===== src/rtl/hz_pkg.sv =====
package hz_pkg;
   typedef enum logic [2:0] {
      CL_EXEC  = 3'd0,
      CL_ADDR  = 3'd1,
      CL_MRD   = 3'd2,
      CL_MWR   = 3'd3,
      CL_MUL   = 3'd4,
      CL_JREG  = 3'd5,
      CL_BLKST = 3'd6,
      CL_BLKLD = 3'd7
   } hz_cls_e;

   typedef enum logic [1:0] {
      PH_CLASS = 2'd0,
      PH_SRC   = 2'd1,
      PH_DIN   = 2'd2
   } hz_phase_e;

   typedef enum logic [1:0] {
      S_IDLE   = 2'd0,
      S_EVAL   = 2'd1,
      S_DRAIN  = 2'd2,
      S_COMMIT = 2'd3
   } hz_state_e;

   localparam int NCAUSE    = 6;
   localparam int CZ_BLKDST = 0;
   localparam int CZ_ADDR   = 1;
   localparam int CZ_RAW    = 2;
   localparam int CZ_MUL    = 3;
   localparam int CZ_JUMP   = 4;
   localparam int CZ_BLKSRC = 5;

   localparam int SPEC_BASE = 16;
   localparam int BIT_JUMP  = 16;
   localparam int BIT_MWR   = 20;
   localparam int BIT_MOVF  = 23;
endpackage


===== src/rtl/hz_history.sv =====
module hz_history #(
   parameter int MASK_W = 32,
   parameter int DEPTH  = 3
) (
   input  logic                         clk,
   input  logic                         rst,
   input  logic                         stall_shift,
   input  logic                         commit_shift,
   input  logic [MASK_W-1:0]            new_modf,
   input  logic [MASK_W-1:0]            new_mdst,
   output logic [DEPTH-1:0][MASK_W-1:0] modf_h,
   output logic [DEPTH-1:0][MASK_W-1:0] mdst_h
);
   logic any_shift;
   assign any_shift = stall_shift | commit_shift;

   for (genvar g = 0; g < DEPTH; g++) begin : g_gen
      if (g == 0) begin : g_head
         always_ff @(posedge clk) begin
            if (rst) begin
               modf_h[0] <= '0;
               mdst_h[0] <= '0;
            end else if (commit_shift) begin
               modf_h[0] <= new_modf;
               mdst_h[0] <= new_mdst;
            end else if (stall_shift) begin
               modf_h[0] <= '0;
               mdst_h[0] <= '0;
            end
         end
      end else begin : g_tail
         always_ff @(posedge clk) begin
            if (rst) begin
               modf_h[g] <= '0;
               mdst_h[g] <= '0;
            end else if (any_shift) begin
               modf_h[g] <= modf_h[g-1];
               mdst_h[g] <= mdst_h[g-1];
            end
         end
      end
   end
endmodule


===== src/rtl/hz_penalty.sv =====
module hz_penalty
   import hz_pkg::*;
#(
   parameter int MASK_W = 32,
   parameter int REG_W  = 5,
   parameter int LIM_W  = 4,
   parameter int DEPTH  = 3,
   parameter int NEED_W = 2,
   parameter int SEL_W  = 3
) (
   input  hz_phase_e                    phase,
   input  hz_cls_e                      cls,
   input  logic                         src_vld,
   input  logic [REG_W-1:0]             src_idx,
   input  logic                         din_vld,
   input  logic [REG_W-1:0]             din_idx,
   input  logic [LIM_W-1:0]             lim,
   input  logic [DEPTH-1:0][MASK_W-1:0] modf_h,
   input  logic [DEPTH-1:0][MASK_W-1:0] mdst_h,
   output logic [NEED_W-1:0]            need,
   output logic [SEL_W-1:0]             cause
);
   logic [MASK_W-1:0] blk_mask;
   logic [MASK_W-1:0] src_bit;
   logic [MASK_W-1:0] din_bit;
   logic [NEED_W-1:0] need_class;
   logic [SEL_W-1:0]  cause_class;
   logic [NEED_W-1:0] need_src;
   logic [NEED_W-1:0] need_din;

   always_comb begin
      for (int i = 0; i < MASK_W; i++) begin
         blk_mask[i] = (i <= int'(lim));
      end
   end

   assign src_bit = src_vld ? (MASK_W'(1) << src_idx) : '0;
   assign din_bit = din_vld ? (MASK_W'(1) << din_idx) : '0;

   always_comb begin
      need_class  = '0;
      cause_class = SEL_W'(CZ_ADDR);
      unique case (cls)
         CL_ADDR: begin
            cause_class = SEL_W'(CZ_ADDR);
            if ((src_bit & modf_h[0]) != '0) need_class = NEED_W'(1);
         end
         CL_MRD: begin
            cause_class = SEL_W'(CZ_RAW);
            if (modf_h[0][BIT_MWR] || modf_h[1][BIT_MWR]) need_class = NEED_W'(2);
         end
         CL_MUL: begin
            cause_class = SEL_W'(CZ_MUL);
            if (((src_bit | din_bit) & modf_h[0]) != '0) need_class = NEED_W'(1);
         end
         CL_JREG: begin
            cause_class = SEL_W'(CZ_JUMP);
            if ((src_bit & modf_h[0]) != '0)      need_class = NEED_W'(2);
            else if ((src_bit & modf_h[1]) != '0) need_class = NEED_W'(1);
         end
         CL_BLKST: begin
            cause_class = SEL_W'(CZ_BLKSRC);
            if ((blk_mask & modf_h[0]) != '0)      need_class = NEED_W'(2);
            else if ((blk_mask & modf_h[1]) != '0) need_class = NEED_W'(1);
         end
         default: need_class = '0;
      endcase
   end

   // nearest generation wins: scan from oldest to newest
   always_comb begin
      need_src = '0;
      need_din = '0;
      for (int g = DEPTH - 1; g >= 0; g--) begin
         if ((src_bit & mdst_h[g]) != '0) need_src = NEED_W'(DEPTH - g);
         if ((din_bit & mdst_h[g]) != '0) need_din = NEED_W'(DEPTH - g);
      end
   end

   always_comb begin
      unique case (phase)
         PH_CLASS: begin need = need_class; cause = cause_class;        end
         PH_SRC:   begin need = need_src;   cause = SEL_W'(CZ_BLKDST); end
         PH_DIN:   begin need = need_din;   cause = SEL_W'(CZ_BLKDST); end
         default:  begin need = '0;         cause = SEL_W'(CZ_BLKDST); end
      endcase
   end
endmodule


===== src/rtl/hz_counters.sv =====
module hz_counters #(
   parameter int NC     = 6,
   parameter int CNT_W  = 16,
   parameter int NEED_W = 2,
   parameter int SEL_W  = 3
) (
   input  logic                     clk,
   input  logic                     rst,
   input  logic                     inc_en,
   input  logic [SEL_W-1:0]         inc_sel,
   input  logic [NEED_W-1:0]        inc_amt,
   output logic [NC-1:0][CNT_W-1:0] cnt
);
   for (genvar c = 0; c < NC; c++) begin : g_cnt
      always_ff @(posedge clk) begin
         if (rst)
            cnt[c] <= '0;
         else if (inc_en && (inc_sel == SEL_W'(c)))
            cnt[c] <= cnt[c] + CNT_W'(inc_amt);
      end
   end
endmodule


===== src/rtl/hz_stall_calc.sv =====
module hz_stall_calc
   import hz_pkg::*;
#(
   parameter int MASK_W = 32,
   parameter int LIM_W  = 4,
   parameter int DEPTH  = 3,
   parameter int CNT_W  = 16,
   parameter int TOT_W  = 4
) (
   input  logic                               clk,
   input  logic                               rst,
   input  logic                               in_valid,
   output logic                               in_ready,
   input  logic [2:0]                         in_cls,
   input  logic                               src_vld,
   input  logic [$clog2(MASK_W)-1:0]          src_idx,
   input  logic                               din_vld,
   input  logic [$clog2(MASK_W)-1:0]          din_idx,
   input  logic                               dout_vld,
   input  logic [$clog2(MASK_W)-1:0]          dout_idx,
   input  logic [LIM_W-1:0]                   blk_lim,
   output logic                               done,
   output logic [TOT_W-1:0]                   stall_total,
   output logic [NCAUSE-1:0][CNT_W-1:0]       cause_cnt
);
   localparam int REG_W     = $clog2(MASK_W);
   localparam int NEED_W    = $clog2(DEPTH + 1);
   localparam int SEL_W     = $clog2(NCAUSE);
   localparam int MAX_STALL = 2 + 2 * DEPTH;

   if (MASK_W < BIT_MOVF + 1) begin : g_bad_mask
      $error("MASK_W must cover the marker bits");
   end
   if ((1 << LIM_W) > SPEC_BASE) begin : g_bad_lim
      $error("LIM_W must address general registers only");
   end
   if (DEPTH < 2) begin : g_bad_depth
      $error("DEPTH must be at least 2");
   end
   if ((1 << TOT_W) <= MAX_STALL) begin : g_bad_tot
      $error("TOT_W too narrow for the largest stall count");
   end

   hz_state_e         state;
   hz_phase_e         phase;
   hz_cls_e           cls_q;
   logic              src_vld_q, din_vld_q, dout_vld_q;
   logic [REG_W-1:0]  src_q, din_q, dout_q;
   logic [LIM_W-1:0]  lim_q;
   logic [NEED_W-1:0] left;
   logic [TOT_W-1:0]  total;

   logic [NEED_W-1:0] need;
   logic [SEL_W-1:0]  cause;
   logic              stall_shift, commit_shift;
   logic [MASK_W-1:0] new_modf, new_mdst, blk_mask, dout_mark;
   logic [DEPTH-1:0][MASK_W-1:0] modf_h, mdst_h;

   assign in_ready     = (state == S_IDLE);
   assign stall_shift  = (state == S_DRAIN) && (left != '0);
   assign commit_shift = (state == S_COMMIT);

   always_comb begin
      for (int i = 0; i < MASK_W; i++) begin
         blk_mask[i] = (i <= int'(lim_q));
      end
   end

   // writes to the constant-zero positions leave no mark
   assign dout_mark = (dout_vld_q && (int'(dout_q) != BIT_JUMP) && (int'(dout_q) != BIT_MWR))
                      ? (MASK_W'(1) << dout_q) : '0;

   always_comb begin
      new_modf = dout_mark;
      new_mdst = '0;
      unique case (cls_q)
         CL_MWR:   new_modf[BIT_MWR]  = 1'b1;
         CL_JREG:  new_modf[BIT_JUMP] = 1'b1;
         CL_MUL:   new_modf[BIT_MOVF] = 1'b1;
         CL_BLKLD: begin
            new_modf = dout_mark | blk_mask;
            new_mdst = blk_mask;
         end
         default: new_mdst = '0;
      endcase
   end

   hz_history #(.MASK_W(MASK_W), .DEPTH(DEPTH)) u_hist (
      .clk          (clk),
      .rst          (rst),
      .stall_shift  (stall_shift),
      .commit_shift (commit_shift),
      .new_modf     (new_modf),
      .new_mdst     (new_mdst),
      .modf_h       (modf_h),
      .mdst_h       (mdst_h)
   );

   hz_penalty #(
      .MASK_W (MASK_W), .REG_W (REG_W), .LIM_W (LIM_W),
      .DEPTH  (DEPTH),  .NEED_W(NEED_W), .SEL_W (SEL_W)
   ) u_pen (
      .phase   (phase),
      .cls     (cls_q),
      .src_vld (src_vld_q),
      .src_idx (src_q),
      .din_vld (din_vld_q),
      .din_idx (din_q),
      .lim     (lim_q),
      .modf_h  (modf_h),
      .mdst_h  (mdst_h),
      .need    (need),
      .cause   (cause)
   );

   hz_counters #(.NC(NCAUSE), .CNT_W(CNT_W), .NEED_W(NEED_W), .SEL_W(SEL_W)) u_cnt (
      .clk     (clk),
      .rst     (rst),
      .inc_en  ((state == S_EVAL) && (need != '0)),
      .inc_sel (cause),
      .inc_amt (need),
      .cnt     (cause_cnt)
   );

   always_ff @(posedge clk) begin
      if (rst) begin
         state       <= S_IDLE;
         phase       <= PH_CLASS;
         cls_q       <= CL_EXEC;
         src_vld_q   <= 1'b0;
         din_vld_q   <= 1'b0;
         dout_vld_q  <= 1'b0;
         src_q       <= '0;
         din_q       <= '0;
         dout_q      <= '0;
         lim_q       <= '0;
         left        <= '0;
         total       <= '0;
         done        <= 1'b0;
         stall_total <= '0;
      end else begin
         done <= 1'b0;
         unique case (state)
            S_IDLE: begin
               if (in_valid) begin
                  cls_q      <= hz_cls_e'(in_cls);
                  src_vld_q  <= src_vld;
                  din_vld_q  <= din_vld;
                  dout_vld_q <= dout_vld;
                  src_q      <= src_idx;
                  din_q      <= din_idx;
                  dout_q     <= dout_idx;
                  lim_q      <= blk_lim;
                  phase      <= PH_CLASS;
                  total      <= '0;
                  state      <= S_EVAL;
               end
            end
            S_EVAL: begin
               left  <= need;
               total <= total + TOT_W'(need);
               state <= S_DRAIN;
            end
            S_DRAIN: begin
               if (left != '0) begin
                  left <= left - NEED_W'(1);
               end else if (phase == PH_DIN) begin
                  state <= S_COMMIT;
               end else begin
                  phase <= hz_phase_e'(phase + 2'd1);
                  state <= S_EVAL;
               end
            end
            S_COMMIT: begin
               done        <= 1'b1;
               stall_total <= total;
               state       <= S_IDLE;
            end
            default: state <= S_IDLE;
         endcase
      end
   end
endmodule


===== config.mk =====
export PLATFORM = sky130hd
export DESIGN_NAME = hz_stall_calc
export DESIGN_NICKNAME = d
export VERILOG_FILES = /design/src/rtl/hz_pkg.sv /design/src/rtl/hz_history.sv /design/src/rtl/hz_penalty.sv /design/src/rtl/hz_counters.sv /design/src/rtl/hz_stall_calc.sv
export SDC_FILE = /design/constraint.sdc
export NUM_CORES = 1
export LEC_CHECK = 0
export CAP_MARGIN = 20
export CORE_MARGIN = 3
export CORE_UTILIZATION = 65
export DETAILED_ROUTE_END_ITERATION = 8
export DONT_BUFFER_PORTS = 1
export GPL_TIMING_DRIVEN = 0
export HOLD_SLACK_MARGIN = 0.06
export PLACE_DENSITY = 0.81
export SYNTH_ARGS = -nofsm -noshare
export SYNTH_HDL_FRONTEND = slang
export SYNTH_SLANG_ARGS = --single-unit

===== constraint.sdc =====
create_clock -name clk -period 11.5 [get_ports clk]
set_input_delay 1.15 -clock clk [delete_from_list [all_inputs] [get_ports clk]]
set_output_delay 1.15 -clock clk [all_outputs]
set_load 0.01 [all_outputs]

# Yosys cells after proc, flatten, opt, wreduce, memory -nomap -nowiden
# Index checks and enable logic that the tools add are counted.
[word_totals] n_memories=0 rom_bits=0 input_bits=28 register_bits=296 wordCells=169 latchBits=0 mem_bits_rw=0
[classes] mux=44 reduce_logical=36 bitwise_logic=14 n_eq_ne=23 multipliers=0 n_div=0 n_lt_le_gt_ge=15 shifts=3 n_addsub=9
[op_table] cell="32-bit nonzero test" n=11
[op_table] cell="32-bit bitwise AND" n=9
[op_table] cell="32-bit 2-to-1 mux" n=6
[op_table] cell="16-bit by 2-bit adder with 16-bit output" n=6
[op_table] cell="1-bit by 5-bit << shifter with 32-bit output (first input constant)" n=3
[op_table] cell="16-bit by 32-bit bitwise AND with 32-bit output" n=2
[op_table] cell="4-bit less-or-equal comparator (first input constant)" n=8
[op_table] cell="16-bit 2-to-1 mux" n=2
[op_table] cell="32-bit by 16-bit OR with 32-bit output" n=1
[op_table] cell="32-bit OR" n=1
[op_table] cell="2-bit 2-to-1 mux" n=15
[op_table] cell="3-bit equality test (second input constant)" n=6
[op_table] cell="3-bit by 4-bit less-or-equal comparator with 1-bit output (first input constant)" n=4
[op_table] cell="3-bit by 2-bit equality test with 1-bit output (second input constant)" n=4
[op_table] cell="3-bit case mux with 4 select lines" n=1
[op_table] cell="2-bit nonzero test" n=6
[op_table] cell="1-bit logical AND" n=10
[op_table] cell="5-bit != test (second input constant)" n=2
[op_table] cell="2-bit case mux with 5 select lines" n=1
[op_table] cell="2-bit by 4-bit less-or-equal comparator with 1-bit output (first input constant)" n=2
[op_table] cell="8-bit 2-to-1 mux" n=1
[op_table] cell="2-bit case mux with 2 select lines" n=2
[op_table] cell="2-bit case mux with 4 select lines" n=1
[op_table] cell="4-bit case mux with 2 select lines" n=1
[op_table] cell="20 further kinds" n=39

# Logic depth before layout (Yosys ltp)
[logic_depth] word_depth=11 ltp_mapped=21 mapped_depth_nobuf=16

# Modules after synthesis
# Synthesis repeated with hierarchy kept, for this count alone.
[unflattened] hier_cells=2075 area_unflattened_um2=17849.6
[by_module_without_submodules] mod="hz_history" area_each_um2=7751.2 instances=1 cells_each=783 seq_area_each_um2=3843.7
[by_module_without_submodules] mod="hz_counters" area_each_um2=4655.7 instances=1 cells_each=534 seq_area_each_um2=1921.8
[by_module_without_submodules] mod="hz_penalty" area_each_um2=3362.0 instances=1 cells_each=475 seq_area_each_um2=0.0
[by_module_without_submodules] mod="hz_stall_calc" area_each_um2=2080.7 instances=1 cells_each=283 seq_area_each_um2=800.8

# Worst setup path before layout
# Ideal clock, no wire load.
[synth_timing] kind="reg-to-reg" startpoint="register src_q[4]" endpoint="register u_cnt.cnt[12] in the netlist's numbering" stages_incl_launch_ff=17 synth_period_minus_slack_ns=4.573 arrival_ns=4.452 slack_ns=6.927 setup_ns=0.121 t_required_ns=11.379 cell_sequence="dfxtp_1 -> or4b_1 -> o32ai_1 -> a311oi_1 -> o221ai_2 -> a2111oi_4 -> o32ai_2 -> a41oi_2 -> nor2_1 -> inv_1 -> fa_1 -> nor2_1 -> and3_1 -> clkbuf_1 -> and3_1 -> and4_1 -> mux2_2"
[synth_via] elab_chain_len=11 word_cells_on_any_way=28 cone_classes="add/sub (1); shift (1); mux (10); bitwise (7); reduce/logical (9)"
[synth_lines] item="from (decl)" line="hz_stall_calc.sv:48" source="logic [REG_W-1:0] src_q, din_q, dout_q;"
[synth_lines] item="from (signal assigned)" line="hz_stall_calc.sv:150" source="src_q <= src_idx;"
[synth_lines] item="1-bit by 5-bit << shifter with 32-bit output *" line="hz_penalty.sv:37" source="assign src_bit = src_vld ? (MASK_W'(1) << src_idx) : '0;"
[synth_lines] item="32-bit 2-to-1 mux *" line="hz_penalty.sv:37"
[synth_lines] item="32-bit bitwise AND, or another cell as far along" line="hz_penalty.sv:59" source="else if ((src_bit & modf_h[1]) != '0) need_class = NEED_W'(1);"
[synth_lines] item="32-bit nonzero test, or another cell as far along" line="hz_penalty.sv:59"
[synth_lines] item="1-bit 2-to-1 mux, or another cell as far along" line="hz_penalty.sv:59"
[synth_lines] item="2-bit 2-to-1 mux, or another cell as far along" line="hz_penalty.sv:58" source="if ((src_bit & modf_h[0]) != '0) need_class = NEED_W'(2);"
[synth_lines] item="2-bit case mux with 5 select lines or 2-bit 2-to-1 mux (tied branches)" line="hz_penalty.sv:43, hz_penalty.sv:75"
[synth_lines] item="2-bit case mux with 3 select lines *" line="hz_penalty.sv:81" source="unique case (phase)"
[synth_lines] item="parallel branches: the longest is 3 deep, another holds 16-bit by 2-bit adder with 16-bit output"
[synth_lines] item="to (signal, indexed assignment)" line="hz_counters.sv:19" source="cnt[c] <= cnt[c] + CNT_W'(inc_amt);"
[synth_lines] item="to (decl)" line="hz_counters.sv:12" source="output logic [NC-1:0][CNT_W-1:0] cnt"
# Every way passes the cells marked *.
# A chain may end at the register's enable or synchronous reset.

# Final worst setup path
# Ends and elaborated chain as after synthesis.

==> out/qor.yml <==
run_status:
  status: "complete, no violations"
route:
  postRouteAntennaNets: 0
  drc: 0
  first_pass_iters: 6
  wirelength_um: 50600
  num_vias: 14000
  drtIter0Drc: 1519
  wire_per_inst_um: 25.3
  vias_per_cell: 6.97
die:
  die_h_um: 150
  io_pins: 130
  rows: 52
  die-area_um2: 22500
  start_util: 0.664
  core_um2: 20300
  die_w_um: 150
yosys:
  synth_ff_type: "dfxtp_1"
  synth-edff-count: 0
  synth-seq-cells: 248
  async_flop_share: 0
  synthesis.area_um2: 13500
  yosysSeqAreaShare: 0.368
  avgSynthCellArea_um2: 7.99
  postSynthCellCount: 1686
  ys_types: 88
  mappedNetlistNets: 1740
  yosysWarnings: 0
critical_path:
  required_ns: 11.94
  worstPathCellList: "clkbuf_1 -> nand4b_1 -> o21ai_0 -> nor3_1 -> a31oi_1 -> a2111oi_4 -> o32ai_2 -> a41oi_2 -> nor2_1 -> inv_1 -> fa_1 -> nor2_1 -> and3_1 -> clkbuf_1 -> and3_1 -> and4_1 -> mux2_2"
  reg2reg_setup_slack_ns: 4.98
  crit_path_end_kind: "register"
  arrival_ns: 6.96
  cpMaxStageDelayCell: "nor2_1"
  start_kind: "register"
  cpPeakStageDelay_ns: 1.06
  crit_path_max_fanout: 10
  path_class: "reg -> reg"
cts:
  cts_root_buf: "clkbuf_16"
  numCtsBuffers: 26
  clockBufferDepth: 3
  postCtsHoldBufs: 0
  post_cts_resize_count: 0
  clock_latency_ns: 0.55
  cts_setup_buffers: 0
  htreeDepth: 1
  clkTransAtPathRegs_ns: 0.06
  cts_tree: "yes"
  clkSinkCount: 248
finish:
  n_antenna_cell: 0
  area_delta_synth_final_pct: 9.12
  nFillCells: 1609
  regArea_um2: 4960
  layout-drive-gt1-share: 0.101
  fin_nets: 1769
  multi_input_area_um2: 7740
global_route:
  first_global_vias: 13400
  grt-ovfl-total: 0
  grt_pass1_wl_um: 75500
  antenna_found_initial: 0
  grt_max_degree: 15
  grt_use_total: 0.432
placed_design:
  gp_congestion: 1.02
  place_hpwl_um: 36500
  portBuffers: 0
power:
  p_total_uw: 1950
  leakage_uw: 0.00522
  pwr_density_cell_nw_per_um2: 132
  vdd_drop_max_v: 0.000113
run:
  drv_cap: 0
timing:
  finalMaxSlewViolations: 0
  setup_viol: 0
  post-route-period-util: 0.567
  setup_tns_ns: 0
  finalHoldViolations: 0
  clock_skew_ns: 0.0209
  tightest_slew_ns: 1.24
  whs_ns: 0.456
  slew_headroom: 0.170
  fmax_mhz: 153
  rsz0062_at_grt: "no"
  layout_min_cycle_time_ns: 6.52
worst_hold_path:
  hp-class: "reg -> reg"
-- path summary, 6_finish.rpt --
check,from,end,cells after the start
worst max-delay path,src_q[4],u_cnt.cnt[12],17
worst min-delay path,u_hist.modf_h[63],u_hist.modf_h[63],2
worst max register to register,src_q[4],u_cnt.cnt[12],17
worst min register to register,u_hist.modf_h[63],u_hist.modf_h[63],2
-- cells by family after synthesis --
| group | Yosys count | share of synthesized area |
|---|---|---|
| AOI/OAI and AO/OA | 423 | 0.214 |
| DFF | 248 | 0.368 |
| and+or+nand+nor | 721 | 0.264 |
| xor gates and xnor gates | 9 | 0.00585 |
| buffers and inverters | 185 | 0.0574 |
| muxes | 74 | 0.0623 |
| adders and majority gates | 26 | 0.0280 |
-- metrics by stage --
step	instance area (µm²)	worst slack, ns	util	instances
floorplan	13500	6.93	-	1686
global placement	13800	5.44	0.680	1956
detailed placement	13800	5.38	0.681	1957
CTS	14700	5.37	0.724	2004
global route	14700	4.81	0.724	2004
finish	14700	4.98	0.724	2004
-- cell usage in the layout, fill, tap and decap left out, drive strengths merged, types with 8 or more instances in the layout --
cell / n
nor2: 133
buf: 58
inv: 53
nand3: 56
nand4: 48
a21o: 10
and3: 31
or3: 10
nor3b: 10
a21oi: 175
a22oi: 21
mux2i: 22
and2: 14
clkbuf: 108
nor3: 18
nand2: 277
a2111oi: 11
a31o: 21
nor2b: 57
a211oi: 10
a31oi: 11
ha: 19
dfxtp: 248
xnor2: 8
o21ai: 37
a22o: 23
clkinv: 8
nor4: 9
a311oi: 13
mux2: 49
-- layer usage --
layer,track usage,routed length (µm),up-vias
li1,-,-,6152
met2,0.690,22600,1013
met5,0,0,-
met1,0.509,17700,6537
met4,0.284,3870,0
met3,0.121,6490,270
-- report_power, final --
group          leakage, µW  switching (µW)  internal (µW)
Clock             0.000430             373            516
Combinational      0.00279             141           43.9
Sequential         0.00200            6.74            867
Total              0.00522             521           1430
-- registers in the layout, summed over array words and instances, names as in the netlist --
| name | cells |
|---|---|
| total | 4 |
| stall_total | 4 |
| din_vld_q | 1 |
| dout_q | 5 |
| src_q | 5 |
| lim_q | 4 |
| state | 2 |
| u_hist.modf_h | 64 |
| done | 1 |
| phase | 2 |
| left | 2 |
| cls_q | 3 |
| src_vld_q | 1 |
| u_hist.mdst_h | 48 |
| u_cnt.cnt | 96 |
| din_q | 5 |
| dout_vld_q | 1 |
-- cell usage after synthesis, types with 7 or more instances --
master       n  area [µm²]
a2111oi_0   10        87.6
a211oi_1    10        75.1
a21o_1      10        75.1
a21oi_1    174         871
a221o_1      7        70.1
a22o_1      23         201
a22oi_1     21         158
a311oi_1    13         114
a31o_2      21         184
a31oi_1     11        68.8
and2_1      12        75.1
and3_1      31         194
and3b_1      7        61.3
and4_1       7        61.3
buf_1       13        48.8
buf_2       37         185
clkbuf_1    72         270
dfxtp_1    248        4960
fa_1         7         140
ha_1        19         238
inv_1       52         195
mux2_2      47         529
mux2i_1     22         220
nand2_1    277        1040
nand3_1     56         280
nand3b_1     7        52.6
nand4_1     48         300
nor2_1     133         499
nor2b_1     57         357
nor3_1      18        90.1
nor3b_1     10        75.1
nor4_1       9        56.3
o21ai_0     35         175
or3_1       10        62.6
xnor2_1      8        70.1
-- cell type report --
cell class	count	share of cell area
Inverter	54	0.0138
Timing Repair Buffer	1	0.000511
Sequential cell	248	0.338
Tap cell	270	0.0230
Buffer	131	0.0388
Multi-Input combinational cell	1253	0.526
Clock buffer	34	0.0498
Clock inverter	13	0.0103
-- critical path, delay by kind of cell (launching register included) --
family          cells  cell delay [ns]
mux                 1             0.32
flops               1             0.50
fa+ha+maj           1             0.57
compound gates      5             1.39
buf+inv             3             1.27
simple gates        7             2.35
No activity file was read; power rests on OpenSTA's default activity.
